===== config.mk =====
export PLATFORM = sky130hd
export DESIGN_NAME = fsp_port
export DESIGN_NICKNAME = d
export VERILOG_FILES = /design/src/rtl/fsp_pkg.sv /design/src/rtl/fsp_frame_trk.sv /design/src/rtl/fsp_rx_path.sv /design/src/rtl/fsp_tx_path.sv /design/src/rtl/fsp_port.sv
export SDC_FILE = /design/constraint.sdc
export NUM_CORES = 1
export LEC_CHECK = 0
export ABC_AREA = 0
export BUFFER_PORTS_ARGS = -buffer_cell sky130_fd_sc_hd__buf_2
export CAP_MARGIN = 20
export CORE_UTILIZATION = 55
export DETAILED_ROUTE_END_ITERATION = 6
export PLACE_DENSITY = 0.75
export SYNTH_ARGS = -nofsm -noshare
export SYNTH_HDL_FRONTEND = slang
export SYNTH_SLANG_ARGS = --single-unit

===== constraint.sdc =====
create_clock -name clk -period 3.9 [get_ports clk]
set_input_delay 1.17 -clock clk [delete_from_list [all_inputs] [get_ports clk]]
set_output_delay 1.17 -clock clk [all_outputs]
set_load 0.1 [all_outputs]

===== src/rtl/fsp_pkg.sv =====
package fsp_pkg;
  parameter int WORD_W   = 32;
  parameter int NARROW_W = 8;
  localparam int CNT_W   = $clog2(WORD_W);

  localparam int FLAG_SYNC = 0;
  localparam int FLAG_OVR  = 1;
  localparam int FLAG_UND  = 2;
  localparam int FLAG_N    = 3;

  typedef logic [WORD_W-1:0] word_t;

  typedef struct packed {
    logic sample;    // falling edge inside an element
    logic done;      // falling edge on the last bit
    logic load;      // a new element begins after this edge
    logic abort;     // early sync with ignore clear
    logic drive;     // rising edge inside an element
    logic idle_rise; // rising edge outside any element
  } frame_ev_t;

  function automatic word_t left_align(word_t w, logic wide);
    if (wide) return w;
    return {w[NARROW_W-1:0], {(WORD_W-NARROW_W){1'b0}}};
  endfunction
endpackage


===== src/rtl/fsp_frame_trk.sv =====
module fsp_frame_trk
  import fsp_pkg::*;
(
  input  logic      clk,
  input  logic      rst_n,
  input  logic      bclk,
  input  logic      fsync,
  input  logic      cfg_wide,
  input  logic      cfg_ignore,
  input  logic      clr_sync,
  output frame_ev_t ev,
  output logic      sync_err
);
  localparam logic [CNT_W-1:0] LAST_WIDE   = CNT_W'(WORD_W - 1);
  localparam logic [CNT_W-1:0] LAST_NARROW = CNT_W'(NARROW_W - 1);

  logic             bclk_q;
  logic             active;
  logic [CNT_W-1:0] cnt;
  logic             fall, rise, last, early;

  assign fall  = bclk_q & ~bclk;
  assign rise  = ~bclk_q & bclk;
  assign last  = (cnt == (cfg_wide ? LAST_WIDE : LAST_NARROW));
  assign early = active & ~last & fsync;

  always_comb begin
    ev.sample    = fall & active;
    ev.done      = fall & active & last;
    ev.abort     = fall & early & ~cfg_ignore;
    ev.load      = fall & fsync & (~active | last | ~cfg_ignore);
    ev.drive     = rise & active;
    ev.idle_rise = rise & ~active;
  end

  always_ff @(posedge clk) begin
    if (!rst_n) begin
      bclk_q <= 1'b0;
      active <= 1'b0;
      cnt    <= '0;
    end else begin
      bclk_q <= bclk;
      if (ev.load) begin
        active <= 1'b1;
        cnt    <= '0;
      end else if (ev.done) begin
        active <= 1'b0;
        cnt    <= '0;
      end else if (ev.sample) begin
        cnt <= cnt + 1'b1;
      end
    end
  end

  always_ff @(posedge clk) begin
    if (!rst_n) begin
      sync_err <= 1'b0;
    end else begin
      if (clr_sync) sync_err <= 1'b0;
      if (ev.abort) sync_err <= 1'b1;
    end
  end

  // an ignored early sync leaves the element counting on
  p_ignore_r4: assert property (@(posedge clk) disable iff (!rst_n)
    (fall && early && cfg_ignore) |=> (active && cnt == CNT_W'($past(cnt) + 1'b1)));

  // an early sync with ignore clear flags and restarts at bit 0
  p_abort_restart_r5: assert property (@(posedge clk) disable iff (!rst_n)
    ev.abort |=> (sync_err && active && cnt == '0));

  // the error flag holds until its clear pulse
  p_sticky_r6: assert property (@(posedge clk) disable iff (!rst_n)
    (sync_err && !clr_sync) |=> sync_err);

  // the bit counter never passes the element length
  p_cnt_range_r2: assert property (@(posedge clk) disable iff (!rst_n)
    active |-> (cnt <= (cfg_wide ? LAST_WIDE : LAST_NARROW)));
endmodule


===== src/rtl/fsp_rx_path.sv =====
module fsp_rx_path
  import fsp_pkg::*;
(
  input  logic      clk,
  input  logic      rst_n,
  input  frame_ev_t ev,
  input  logic      sdin,
  input  logic      rx_ready,
  input  logic      clr_ovr,
  output logic      rx_valid,
  output word_t     rx_data,
  output logic      rx_overrun
);
  word_t sh;
  word_t word_in;
  logic  pop;

  assign word_in = {sh[WORD_W-2:0], sdin};
  assign pop     = rx_valid & rx_ready;

  always_ff @(posedge clk) begin
    if (!rst_n) begin
      sh <= '0;
    end else if (ev.done || ev.abort) begin
      sh <= '0;
    end else if (ev.sample) begin
      sh <= word_in;
    end
  end

  always_ff @(posedge clk) begin
    if (!rst_n) begin
      rx_valid   <= 1'b0;
      rx_data    <= '0;
      rx_overrun <= 1'b0;
    end else begin
      if (clr_ovr) rx_overrun <= 1'b0;
      if (ev.done) begin
        if (!rx_valid || pop) begin
          rx_valid <= 1'b1;
          rx_data  <= word_in;
        end else begin
          rx_overrun <= 1'b1;
        end
      end else if (pop) begin
        rx_valid <= 1'b0;
      end
    end
  end

  // completion into a full, unread register keeps the old word
  p_keep_old_r7: assert property (@(posedge clk) disable iff (!rst_n)
    (ev.done && rx_valid && !rx_ready) |=> (rx_overrun && $stable(rx_data)));

  // completion alongside a read refills the register
  p_pop_refill_r8: assert property (@(posedge clk) disable iff (!rst_n)
    (ev.done && rx_valid && rx_ready) |=> (rx_valid && !$rose(rx_overrun)));
endmodule


===== src/rtl/fsp_tx_path.sv =====
module fsp_tx_path
  import fsp_pkg::*;
(
  input  logic      clk,
  input  logic      rst_n,
  input  frame_ev_t ev,
  input  logic      cfg_wide,
  input  logic      tx_valid,
  input  word_t     tx_data,
  input  logic      clr_und,
  output logic      tx_ready,
  output logic      sdout,
  output logic      tx_underrun
);
  logic  hold_valid;
  word_t hold_data;
  word_t last_word;
  word_t tsh;
  logic  accept;

  assign tx_ready = ~hold_valid;
  assign accept   = tx_valid & ~hold_valid;

  always_ff @(posedge clk) begin
    if (!rst_n) begin
      hold_valid  <= 1'b0;
      hold_data   <= '0;
      last_word   <= '0;
      tx_underrun <= 1'b0;
    end else begin
      if (clr_und) tx_underrun <= 1'b0;
      if (accept) begin
        hold_valid <= 1'b1;
        hold_data  <= tx_data;
      end
      if (ev.load) begin
        if (hold_valid) begin
          hold_valid <= 1'b0;
          last_word  <= hold_data;
        end else begin
          tx_underrun <= 1'b1;
        end
      end
    end
  end

  always_ff @(posedge clk) begin
    if (!rst_n) begin
      tsh   <= '0;
      sdout <= 1'b0;
    end else if (ev.load) begin
      tsh <= left_align(hold_valid ? hold_data : last_word, cfg_wide);
    end else if (ev.drive) begin
      sdout <= tsh[WORD_W-1];
      tsh   <= {tsh[WORD_W-2:0], 1'b0};
    end else if (ev.idle_rise) begin
      sdout <= 1'b0;
    end
  end

  // starting with nothing written raises the underrun flag
  p_underrun_r9: assert property (@(posedge clk) disable iff (!rst_n)
    (ev.load && !hold_valid) |=> tx_underrun);

  // an accepted word closes the handshake until it is loaded
  p_accept_full_r10: assert property (@(posedge clk) disable iff (!rst_n)
    (tx_valid && tx_ready) |=> !tx_ready);
endmodule


===== src/rtl/fsp_port.sv =====
module fsp_port
  import fsp_pkg::*;
(
  input  logic                clk,
  input  logic                rst_n,
  input  logic                bclk,
  input  logic                fsync,
  input  logic                sdin,
  output logic                sdout,
  input  logic                cfg_wide,
  input  logic                cfg_ignore,
  output logic                rx_valid,
  input  logic                rx_ready,
  output logic [WORD_W-1:0]   rx_data,
  input  logic                tx_valid,
  output logic                tx_ready,
  input  logic [WORD_W-1:0]   tx_data,
  output logic                sync_err,
  output logic                rx_overrun,
  output logic                tx_underrun,
  input  logic [FLAG_N-1:0]   flag_clr
);
  frame_ev_t ev;

  fsp_frame_trk u_trk (
    .clk        (clk),
    .rst_n      (rst_n),
    .bclk       (bclk),
    .fsync      (fsync),
    .cfg_wide   (cfg_wide),
    .cfg_ignore (cfg_ignore),
    .clr_sync   (flag_clr[FLAG_SYNC]),
    .ev         (ev),
    .sync_err   (sync_err)
  );

  fsp_rx_path u_rx (
    .clk        (clk),
    .rst_n      (rst_n),
    .ev         (ev),
    .sdin       (sdin),
    .rx_ready   (rx_ready),
    .clr_ovr    (flag_clr[FLAG_OVR]),
    .rx_valid   (rx_valid),
    .rx_data    (rx_data),
    .rx_overrun (rx_overrun)
  );

  fsp_tx_path u_tx (
    .clk         (clk),
    .rst_n       (rst_n),
    .ev          (ev),
    .cfg_wide    (cfg_wide),
    .tx_valid    (tx_valid),
    .tx_data     (tx_data),
    .clr_und     (flag_clr[FLAG_UND]),
    .tx_ready    (tx_ready),
    .sdout       (sdout),
    .tx_underrun (tx_underrun)
  );

  // each clear bit drops only its own flag
  p_clr_only_own_r11: assert property (@(posedge clk) disable iff (!rst_n)
    (flag_clr == 3'b010 && tx_underrun) |=> tx_underrun);
endmodule


# After elaboration in Yosys (flattened, before gate mapping)

Cells that the tools add are included.

Add/subtract/negate cells: 1
Equality and inequality tests: 2
Muxes and demuxes: 27
Bitwise logic cells: 24
Reductions and logical operators: 13

Operators with widths:

| cell                                         | number |
|---|---|
| 2-to-1 mux 32 bit                            | 5 |
| 2-to-1 mux 1 bit                             | 21 |
| AND 1 bit                                    | 14 |
| nonzero test 2 bit                           | 5 |
| inverter 1 bit                               | 8 |
| AND reduction 2 bit                          | 3 |
| adder 5 x 1 -> 5 bit, second input constant  | 1 |
| == test 5 bit                                | 1 |
| 2-to-1 mux 5 bit                             | 1 |
| OR reduction 3 bit                           | 1 |
| logical OR 1 bit                             | 2 |
| inequality test 2 bit, second input constant | 1 |
| OR 1 bit                                     | 2 |
| OR reduction 2 bit                           | 1 |
| logical NOT 1 bit                            | 1 |

Flip-flop bits (word level): 172
Output and inout bits: 38

# Logic depth before layout (Yosys ltp)

Gate-level depths: netlist of run 1.

Depth after elaboration: 9
Mapped depth: 7
Depth with buffers taken out: 5

# Cells and area by module

From an unflattened synthesis of run 1, not the netlist that was laid out.

Cells, all modules: 786
Area, all modules: 7,388.3 um2

Modules (own cells, without submodules):

| module        | instances | cells an instance | area an instance (um2) |
|---|---|---|---|
| fsp_tx_path   | 1         | 487               | 4,424.2 |
| fsp_rx_path   | 1         | 249               | 2,489.9 |
| fsp_frame_trk | 1         | 50                | 474.2 |

# Least setup slack after synthesis of run 1

No wires, ideal clock.

Kind: input-to-reg
From: input cfg_wide
To: register u_tx.tsh[10]
Setup time: 0.129 ns
Arrival: 2.269 ns
Required time: 3.771 ns
Path slack: 1.501 ns
Stages on the path: 6
Path buffers: 2
Cells stage by stage: or3_4 > a211oi_4 > or3_1 > buf_6 > buf_12 > o211ai_2

Longest elaborated chain between the ends: 6
Elaborated cells on any way between the ends: 11

RTL lines:

| element                                                        | line                | text |
|---|---|---|
| start: declaration                                             | fsp_port.sv:10      | `input logic cfg_wide,` |
| 2-to-1 mux 5 bit                                               | fsp_frame_trk.sv:24 | `assign last = (cnt == (cfg_wide ? LAST_WIDE : LAST_NARROW));` |
| == test 5 bit                                                  | fsp_frame_trk.sv:24 |  |
| OR 1 bit (2 in series)                                         | fsp_frame_trk.sv:31 | `ev.load = fall & fsync & (~active \| last \| ~cfg_ignore);` |
| AND 1 bit                                                      | fsp_frame_trk.sv:31 |  |
| 2-to-1 mux 32 bit / nonzero test 2 bit (equally long branches) | n/a                 |  |
| end signal: assignment                                         | fsp_tx_path.sv:52   | `tsh <= left_align(hold_valid ? hold_data : last_word, cfg_wide);` |
| end signal: assignment                                         | fsp_tx_path.sv:55   | `tsh <= {tsh[WORD_W-2:0], 1'b0};` |
| end: declaration                                               | fsp_tx_path.sv:18   | `word_t tsh;` |

Several ways; a longest one is shown, not always the timed one. The select of a mux whose other input is x is not followed.
A chain may end at the register's enable or synchronous reset.

# Worst setup path in the final report of run 1

From: input cfg_wide
To: register u_tx.last_word[3]

Longest elaborated chain between the ends: 5

RTL lines:

| element                | line                | text |
|---|---|---|
| 2-to-1 mux 5 bit       | fsp_frame_trk.sv:24 |  |
| == test 5 bit          | fsp_frame_trk.sv:24 |  |
| OR 1 bit (2 in series) | fsp_frame_trk.sv:31 |  |
| AND 1 bit              | fsp_frame_trk.sv:31 |  |
| end signal: assignment | fsp_tx_path.sv:39   | `last_word <= hold_data;` |
| end: declaration       | fsp_tx_path.sv:17   | `word_t last_word;` |

No other way between the ends.

==> results of run 1 <==
[path summary, 6_finish.rpt]
check | end | cells after the start | slack [ns] | startpoint
max | u_tx.last_word[3] | 6 | 1.27 | cfg_wide
min | u_tx.last_word[22] | 2 | 0.45 | u_tx.last_word[22]
max reg2reg | u_tx.last_word[3] | 6 | 1.77 | u_trk.cnt[0]
min reg2reg | u_tx.last_word[22] | 2 | 0.45 | u_tx.last_word[22]
[where the power goes]
group	leakage, nW	total (W)	switching, W	internal [W]
clock	0.317	0.00181	0.000668	0.00115
combinational	1.51	0.000193	0.000123	0.0000694
sequential	1.39	0.00180	0.0000199	0.00178
total	3.22	0.00381	0.000811	0.00300
[stage by stage]
step / area (sq um) / std cells
CTS: 8470 / 1102
finish: 8470 / 1102
floorplan: 7430 / 872
global placement: 7830 / 1071
detailed placement: 7830 / 1071
global route: 8470 / 1102
[cell families (layout without fill, tap and decap cells)]
group	Yosys count	in the layout	synth area share
compound gates	173	173	0.164
xor+xnor	4	4	0.00471
fa+ha+maj	1	1	0.00168
buf+inv	76	130	0.0508
flops	172	172	0.463
mux	78	78	0.105
simple gates	368	368	0.210
[synth_stat cells (2+ instances only)]
cell / n / share of area
inv_1: 4 / 0.0020
and3b_1: 3 / 0.0035
dfxtp_1: 172 / 0.46
o21ai_0: 59 / 0.040
nand3b_1: 2 / 0.0020
o211ai_2: 21 / 0.035
mux2i_1: 78 / 0.11
nor2_1: 24 / 0.012
buf_12: 2 / 0.0054
clkbuf_1: 47 / 0.024
o22ai_1: 2 / 0.0017
o211ai_1: 9 / 0.0091
a21boi_0: 36 / 0.036
a21oi_1: 32 / 0.022
buf_6: 4 / 0.0061
o211a_1: 6 / 0.0081
nand2_1: 252 / 0.13
nand4_1: 2 / 0.0017
nor3b_1: 5 / 0.0051
xor2_1: 3 / 0.0035
buf_2: 14 / 0.0094
and2_1: 4 / 0.0034
nand2b_1: 2 / 0.0017
nand3_1: 65 / 0.044
nor2b_1: 2 / 0.0017
buf_1: 3 / 0.0015
[worst reg2reg max path, delay by kind of cell, from the launching register on]
| kind | cells | cell delay (ns) |
|---|---|---|
| and+or+nand+nor | 1 | 0.27 |
| adders and majority gates | 1 | 0.23 |
| DFF | 1 | 0.37 |
| AOI/OAI and AO/OA | 2 | 0.43 |
| buffers and inverters | 1 | 0.45 |
| muxes | 1 | 0.30 |
[layer usage]
metal | share of wire | GRT usage | vias up
met5 | 0 | 0 | -
met4 | 0.016 | 0.0849 | 0
met3 | 0.036 | 0.0478 | 21
met2 | 0.45 | 0.321 | 116
met1 | 0.50 | 0.280 | 2603
li1 | - | - | 3042
[flip-flops by register name, indices dropped and copies added, names as in the netlist]
register and flops:
u_rx.rx_data 32, u_rx.rx_overrun 1, u_rx.rx_valid 1, u_rx.sh 31
u_trk.active 1, u_trk.bclk_q 1, u_trk.cnt 5, u_trk.sync_err 1
u_tx.hold_data 32, u_tx.hold_valid 1, u_tx.last_word 32, u_tx.sdout 1
u_tx.tsh 32, u_tx.tx_underrun 1
[area by class of cell]
class,count,area (sq um),share of cell area
clock buffers,19,443,0.0523
multi-input cells,624,3620,0.428
well taps,176,220,0.0260
inverters,4,15.0,0.00177
flip-flops and latches,172,3440,0.407
clock inverters,12,193,0.0228
repair buffers,95,529,0.0625
==> results.py, run 1 <==
metrics = {
    "synthesis": {
        "synthCells": 872,
        "synth-async-reset-ratio": 0,
        "avgSynthCellArea_sq_um": 8.52,
        "synth_edf_count": 0,
        "syn_area_sq_um": 7430,
        "ys_seq_area_frac": 0.463,
        "ys_ff_latch": 172,
        "ys.warnings.count": 0,
        "synthesis.nets": 917,
        "yosysUniqueCellTypes": 45,
        "synth_ff_type": "dfxtp_1",
    },
    "sta": {
        "finalCritPeriodShare": 0.675,
        "min_period_ns": 2.63,
        "rsz0062_at_grt": "no",
        "tns_ns": 0,
        "skew_ns": 0.00784,
        "fin_ws_ns": 1.27,
        "setup_viol": 0,
        "finalHoldViolCount": 0,
        "fmax_ghz": 0.380,
        "whs_ns": 0.454,
        "worst_pin_slew_ns": 0.718,
        "slew_viol_final": 0,
        "slew_headroom": 0.520,
    },
    "die": {
        "die_w_um": 118,
        "die_h_um": 118,
        "fp-row-count": 42,
        "die-area_sq_um": 14000,
        "coreArea_sq_um": 13200,
        "start_util": 0.563,
        "ios": 82,
    },
    "place": {
        "dp_slack_ns": 0.876,
        "port-buffer-count": 81,
        "dp_hpwl_um": 8730,
        "gp_congestion": 0.749,
    },
    "power": {
        "power_density_nw_per_um2": 450,
        "power.leakage_nw": 3.22,
        "peakVddDrop_uv": 322,
        "power_w": 0.00381,
    },
    "cts": {
        "cts_tree": "built",
        "post_cts_buffers": 0,
        "cts_num_sinks": 172,
        "clk_pin_slew_worst_paths_ns": 0.06,
        "post_cts_resized": 0,
        "numCtsBuffers": 17,
        "cts_hold_buf": 0,
        "htreeDepth": 4,
        "ctsRootBufferMaster": "clkbuf_16",
        "clock_latency_ns": 0.42,
        "clockBufferDepth": 2,
    },
    "finish": {
        "fin_nets": 959,
        "final_common_cell": "nand2_1",
        "drive_above_1_share": 0.168,
        "fin_util": 0.642,
        "n_fill_cell": 1132,
        "most-common-layout-cells": "252 x nand2_1, 171 x dfxtp_1, 80 x buf_2, 78 x mux2i_1, 65 x nand3_1",
        "diodes": 0,
        "area_growth_syn_to_layout_pct": 14.0,
    },
    "route": {
        "drt_wl_total_um": 14200,
        "routed_via_density": 5.25,
        "antenna_left": 0,
        "drt_drc_violations_left": 0,
        "drt_iter0_drc": 474,
        "wl_per_cell_um": 12.8,
        "first_pass_iters": 5,
        "vias": 5782,
    },
    "critical_path": {
        "crit_buf_inv": 2,
        "cpLargestDelayFamily": "buffers and inverters",
        "cp_slowest_stage_delay_ns": 0.45,
        "path_max_fanout": 32,
        "arrival_ns": 2.96,
        "crit_chain": "buf_2 -> and3_2 -> o211ai_2 -> a21oi_4 -> buf_4 -> mux2i_1",
        "crit_path_start_kind": "primary input",
        "required_ns": 4.23,
        "crit_slowest_cell": "buf_4",
        "path_class": "in2reg",
        "worst_setup_path_end_kind": "flip-flop",
    },
    "global_route": {
        "grt_max_degree": 155,
        "grtUsageTotal": 0.208,
        "grt_antenna_before_repair": 0,
        "grt_pass1_vias": 5180,
        "grt_pass1_wl_um": 23900,
        "overflow": 0,
    },
    "status": {
        "status": "complete, no violations",
    },
    "job": {
        "cap_violations": 0,
    },
    "worst_hold_path": {
        "hp-class": "reg2reg",
    },
}
(Power assumes the default switching activity.)
==> run 2: changes to the inputs <==
- CORE_UTILIZATION: 55 -> 53
- clock period: 3.9 -> 2.17 ns (I/O delays scaled with it)
==> run 2 against run 1 <==
Effect of this change:
- register-to-register slack lost 1.4 ns
- clock-buffer cell count rose by 2
- core utilization grew 0.23 points
- final cell count is 1.2% higher
- power increased by 86%
- die area grew 3.7%
- combinational power increased by 91%
- worst hold slack gained 0.0020 ns
- via count is 1.9% higher
- first-iteration DRC count rose by 5.3%
- setup slack got worse by 1.2 ns
- critical path type is now reg2out
- largest power group unchanged
==> results.py, run 2 (same netlist as run 1, synthesis figures left out) <==
metrics = {
    "finish": {
        "diodes": 0,
        "stdcell_count": 1115,
        "drive_above_1_share": 0.180,
        "final_common_cell": "nand2_1",
        "area_growth_syn_to_layout_pct": 16.6,
        "fin_util": 0.644,
        "fin_nets": 971,
        "most-common-layout-cells": "252 x nand2_1, 171 x dfxtp_1, 80 x buf_2, 78 x mux2i_1, 65 x nand3_1",
    },
    "route": {
        "wl_per_cell_um": 13.2,
        "antenna_left": 0,
        "routed_via_density": 5.28,
        "drt_iter0_drc": 499,
        "first_pass_iters": 6,
        "drt_wl_total_um": 14800,
        "drt_drc_violations_left": 0,
        "vias": 5890,
    },
    "sta": {
        "slew_viol_final": 0,
        "finalHoldViolCount": 0,
        "skew_ns": 0.00719,
        "rsz0062_at_grt": "no",
        "tns_ns": 0,
        "worst_pin_slew_ns": 0.562,
        "slew_headroom": 0.626,
        "finalCritPeriodShare": 0.947,
        "min_period_ns": 2.06,
        "fmax_ghz": 0.487,
        "whs_ns": 0.456,
        "setup_viol": 0,
    },
    "power": {
        "power_w": 0.00707,
        "power.leakage_nw": 3.31,
        "power_density_nw_per_um2": 815,
        "peakVddDrop_uv": 583,
    },
    "critical_path": {
        "crit_chain": "inv_1 -> buf_2",
        "cp_slowest_stage_delay_ns": 0.48,
        "crit_slowest_cell": "buf_2",
        "path_class": "reg2out",
        "cpLargestDelayFamily": "buffers and inverters",
        "crit_buf_inv": 2,
        "path_max_fanout": 4,
        "arrival_ns": 1.40,
        "required_ns": 1.52,
        "crit_path_start_kind": "flip-flop",
        "worst_setup_path_end_kind": "primary output",
    },
    "global_route": {
        "grt_antenna_before_repair": 0,
        "grtUsageTotal": 0.210,
        "overflow": 0,
        "grt_pass1_wl_um": 24700,
        "grt_pass1_vias": 5276,
        "grt_max_degree": 130,
    },
    "die": {
        "ios": 82,
        "fp-row-count": 42,
        "die_w_um": 120,
        "start_util": 0.552,
        "die_h_um": 120,
        "die-area_sq_um": 14500,
        "coreArea_sq_um": 13500,
    },
    "cts": {
        "cts_tree": "built",
        "clockBufferDepth": 2,
        "ctsRootBufferMaster": "clkbuf_16",
        "cts_hold_buf": 0,
        "post_cts_buffers": 0,
        "cts_num_sinks": 172,
        "post_cts_resized": 0,
        "clk_pin_slew_worst_paths_ns": 0.06,
        "clock_latency_ns": 0.42,
        "numCtsBuffers": 17,
        "htreeDepth": 4,
    },
    "place": {
        "dp.cells": 1083,
        "gp_congestion": 0.788,
        "port-buffer-count": 81,
        "dp_hpwl_um": 9140,
    },
    "job": {
        "cap_violations": 0,
    },
    "status": {
        "status": "complete, no violations",
    },
    "worst_hold_path": {
        "hp-class": "reg2reg",
    },
}
-- run 2: cell type report --
cell class	instances	area (sq um)
clock buffers	21	470
clock inverters	11	213
fillers	1168	4780
inverters	4	15.0
multi-input cells	624	3620
flip-flops and latches	172	3440
well taps	176	220
repair buffers	107	682
-- run 2: where the power goes --
group	switching [W]	total [W]	internal [W]
combinational	0.000228	0.000369	0.000141
sequential	0.0000364	0.00324	0.00320
clock	0.00121	0.00346	0.00225
total	0.00148	0.00707	0.00559
-- run 2: worst register-to-register path: stages, from the launching register on --
cell      delay [ns]
dfxtp_1         0.37
or3_4           0.41
a211oi_4        0.32
buf_4           0.33
o21ai_0         0.13
o311a_1         0.14
-- run 2: path summary, 6_finish.rpt --
| check | start | endpoint | slack (ns) | cells after the start |
|---|---|---|---|---|
| setup / recovery | u_tx.hold_valid | tx_ready | 0.11 | 2 |
| hold reg to reg | u_tx.last_word[27] | u_tx.last_word[27] | 0.46 | 2 |
| setup reg to reg | u_trk.cnt[3] | u_tx.last_word[0] | 0.37 | 5 |
| hold / removal | u_tx.last_word[27] | u_tx.last_word[27] | 0.46 | 2 |
-- run 2: routing by layer --
layer / up-vias / track usage / wire length (um)
met5: - / 0 / 0
met4: 0 / 0.0648 / 159
met3: 11 / 0.0453 / 580
met2: 126 / 0.333 / 6680
met1: 2689 / 0.287 / 7340
li1: 3064 / - / -
-- run 2: metrics by stage --
stage	worst slack [ns]	instance area, sq um
2_1_floorplan	0.264	7430
3_3_place_gp	0.0427	7990
3_5_place_dp	0.0258	7990
4_1_cts	0.103	8670
5_1_grt	0.0743	8670
6_report	0.115	8670
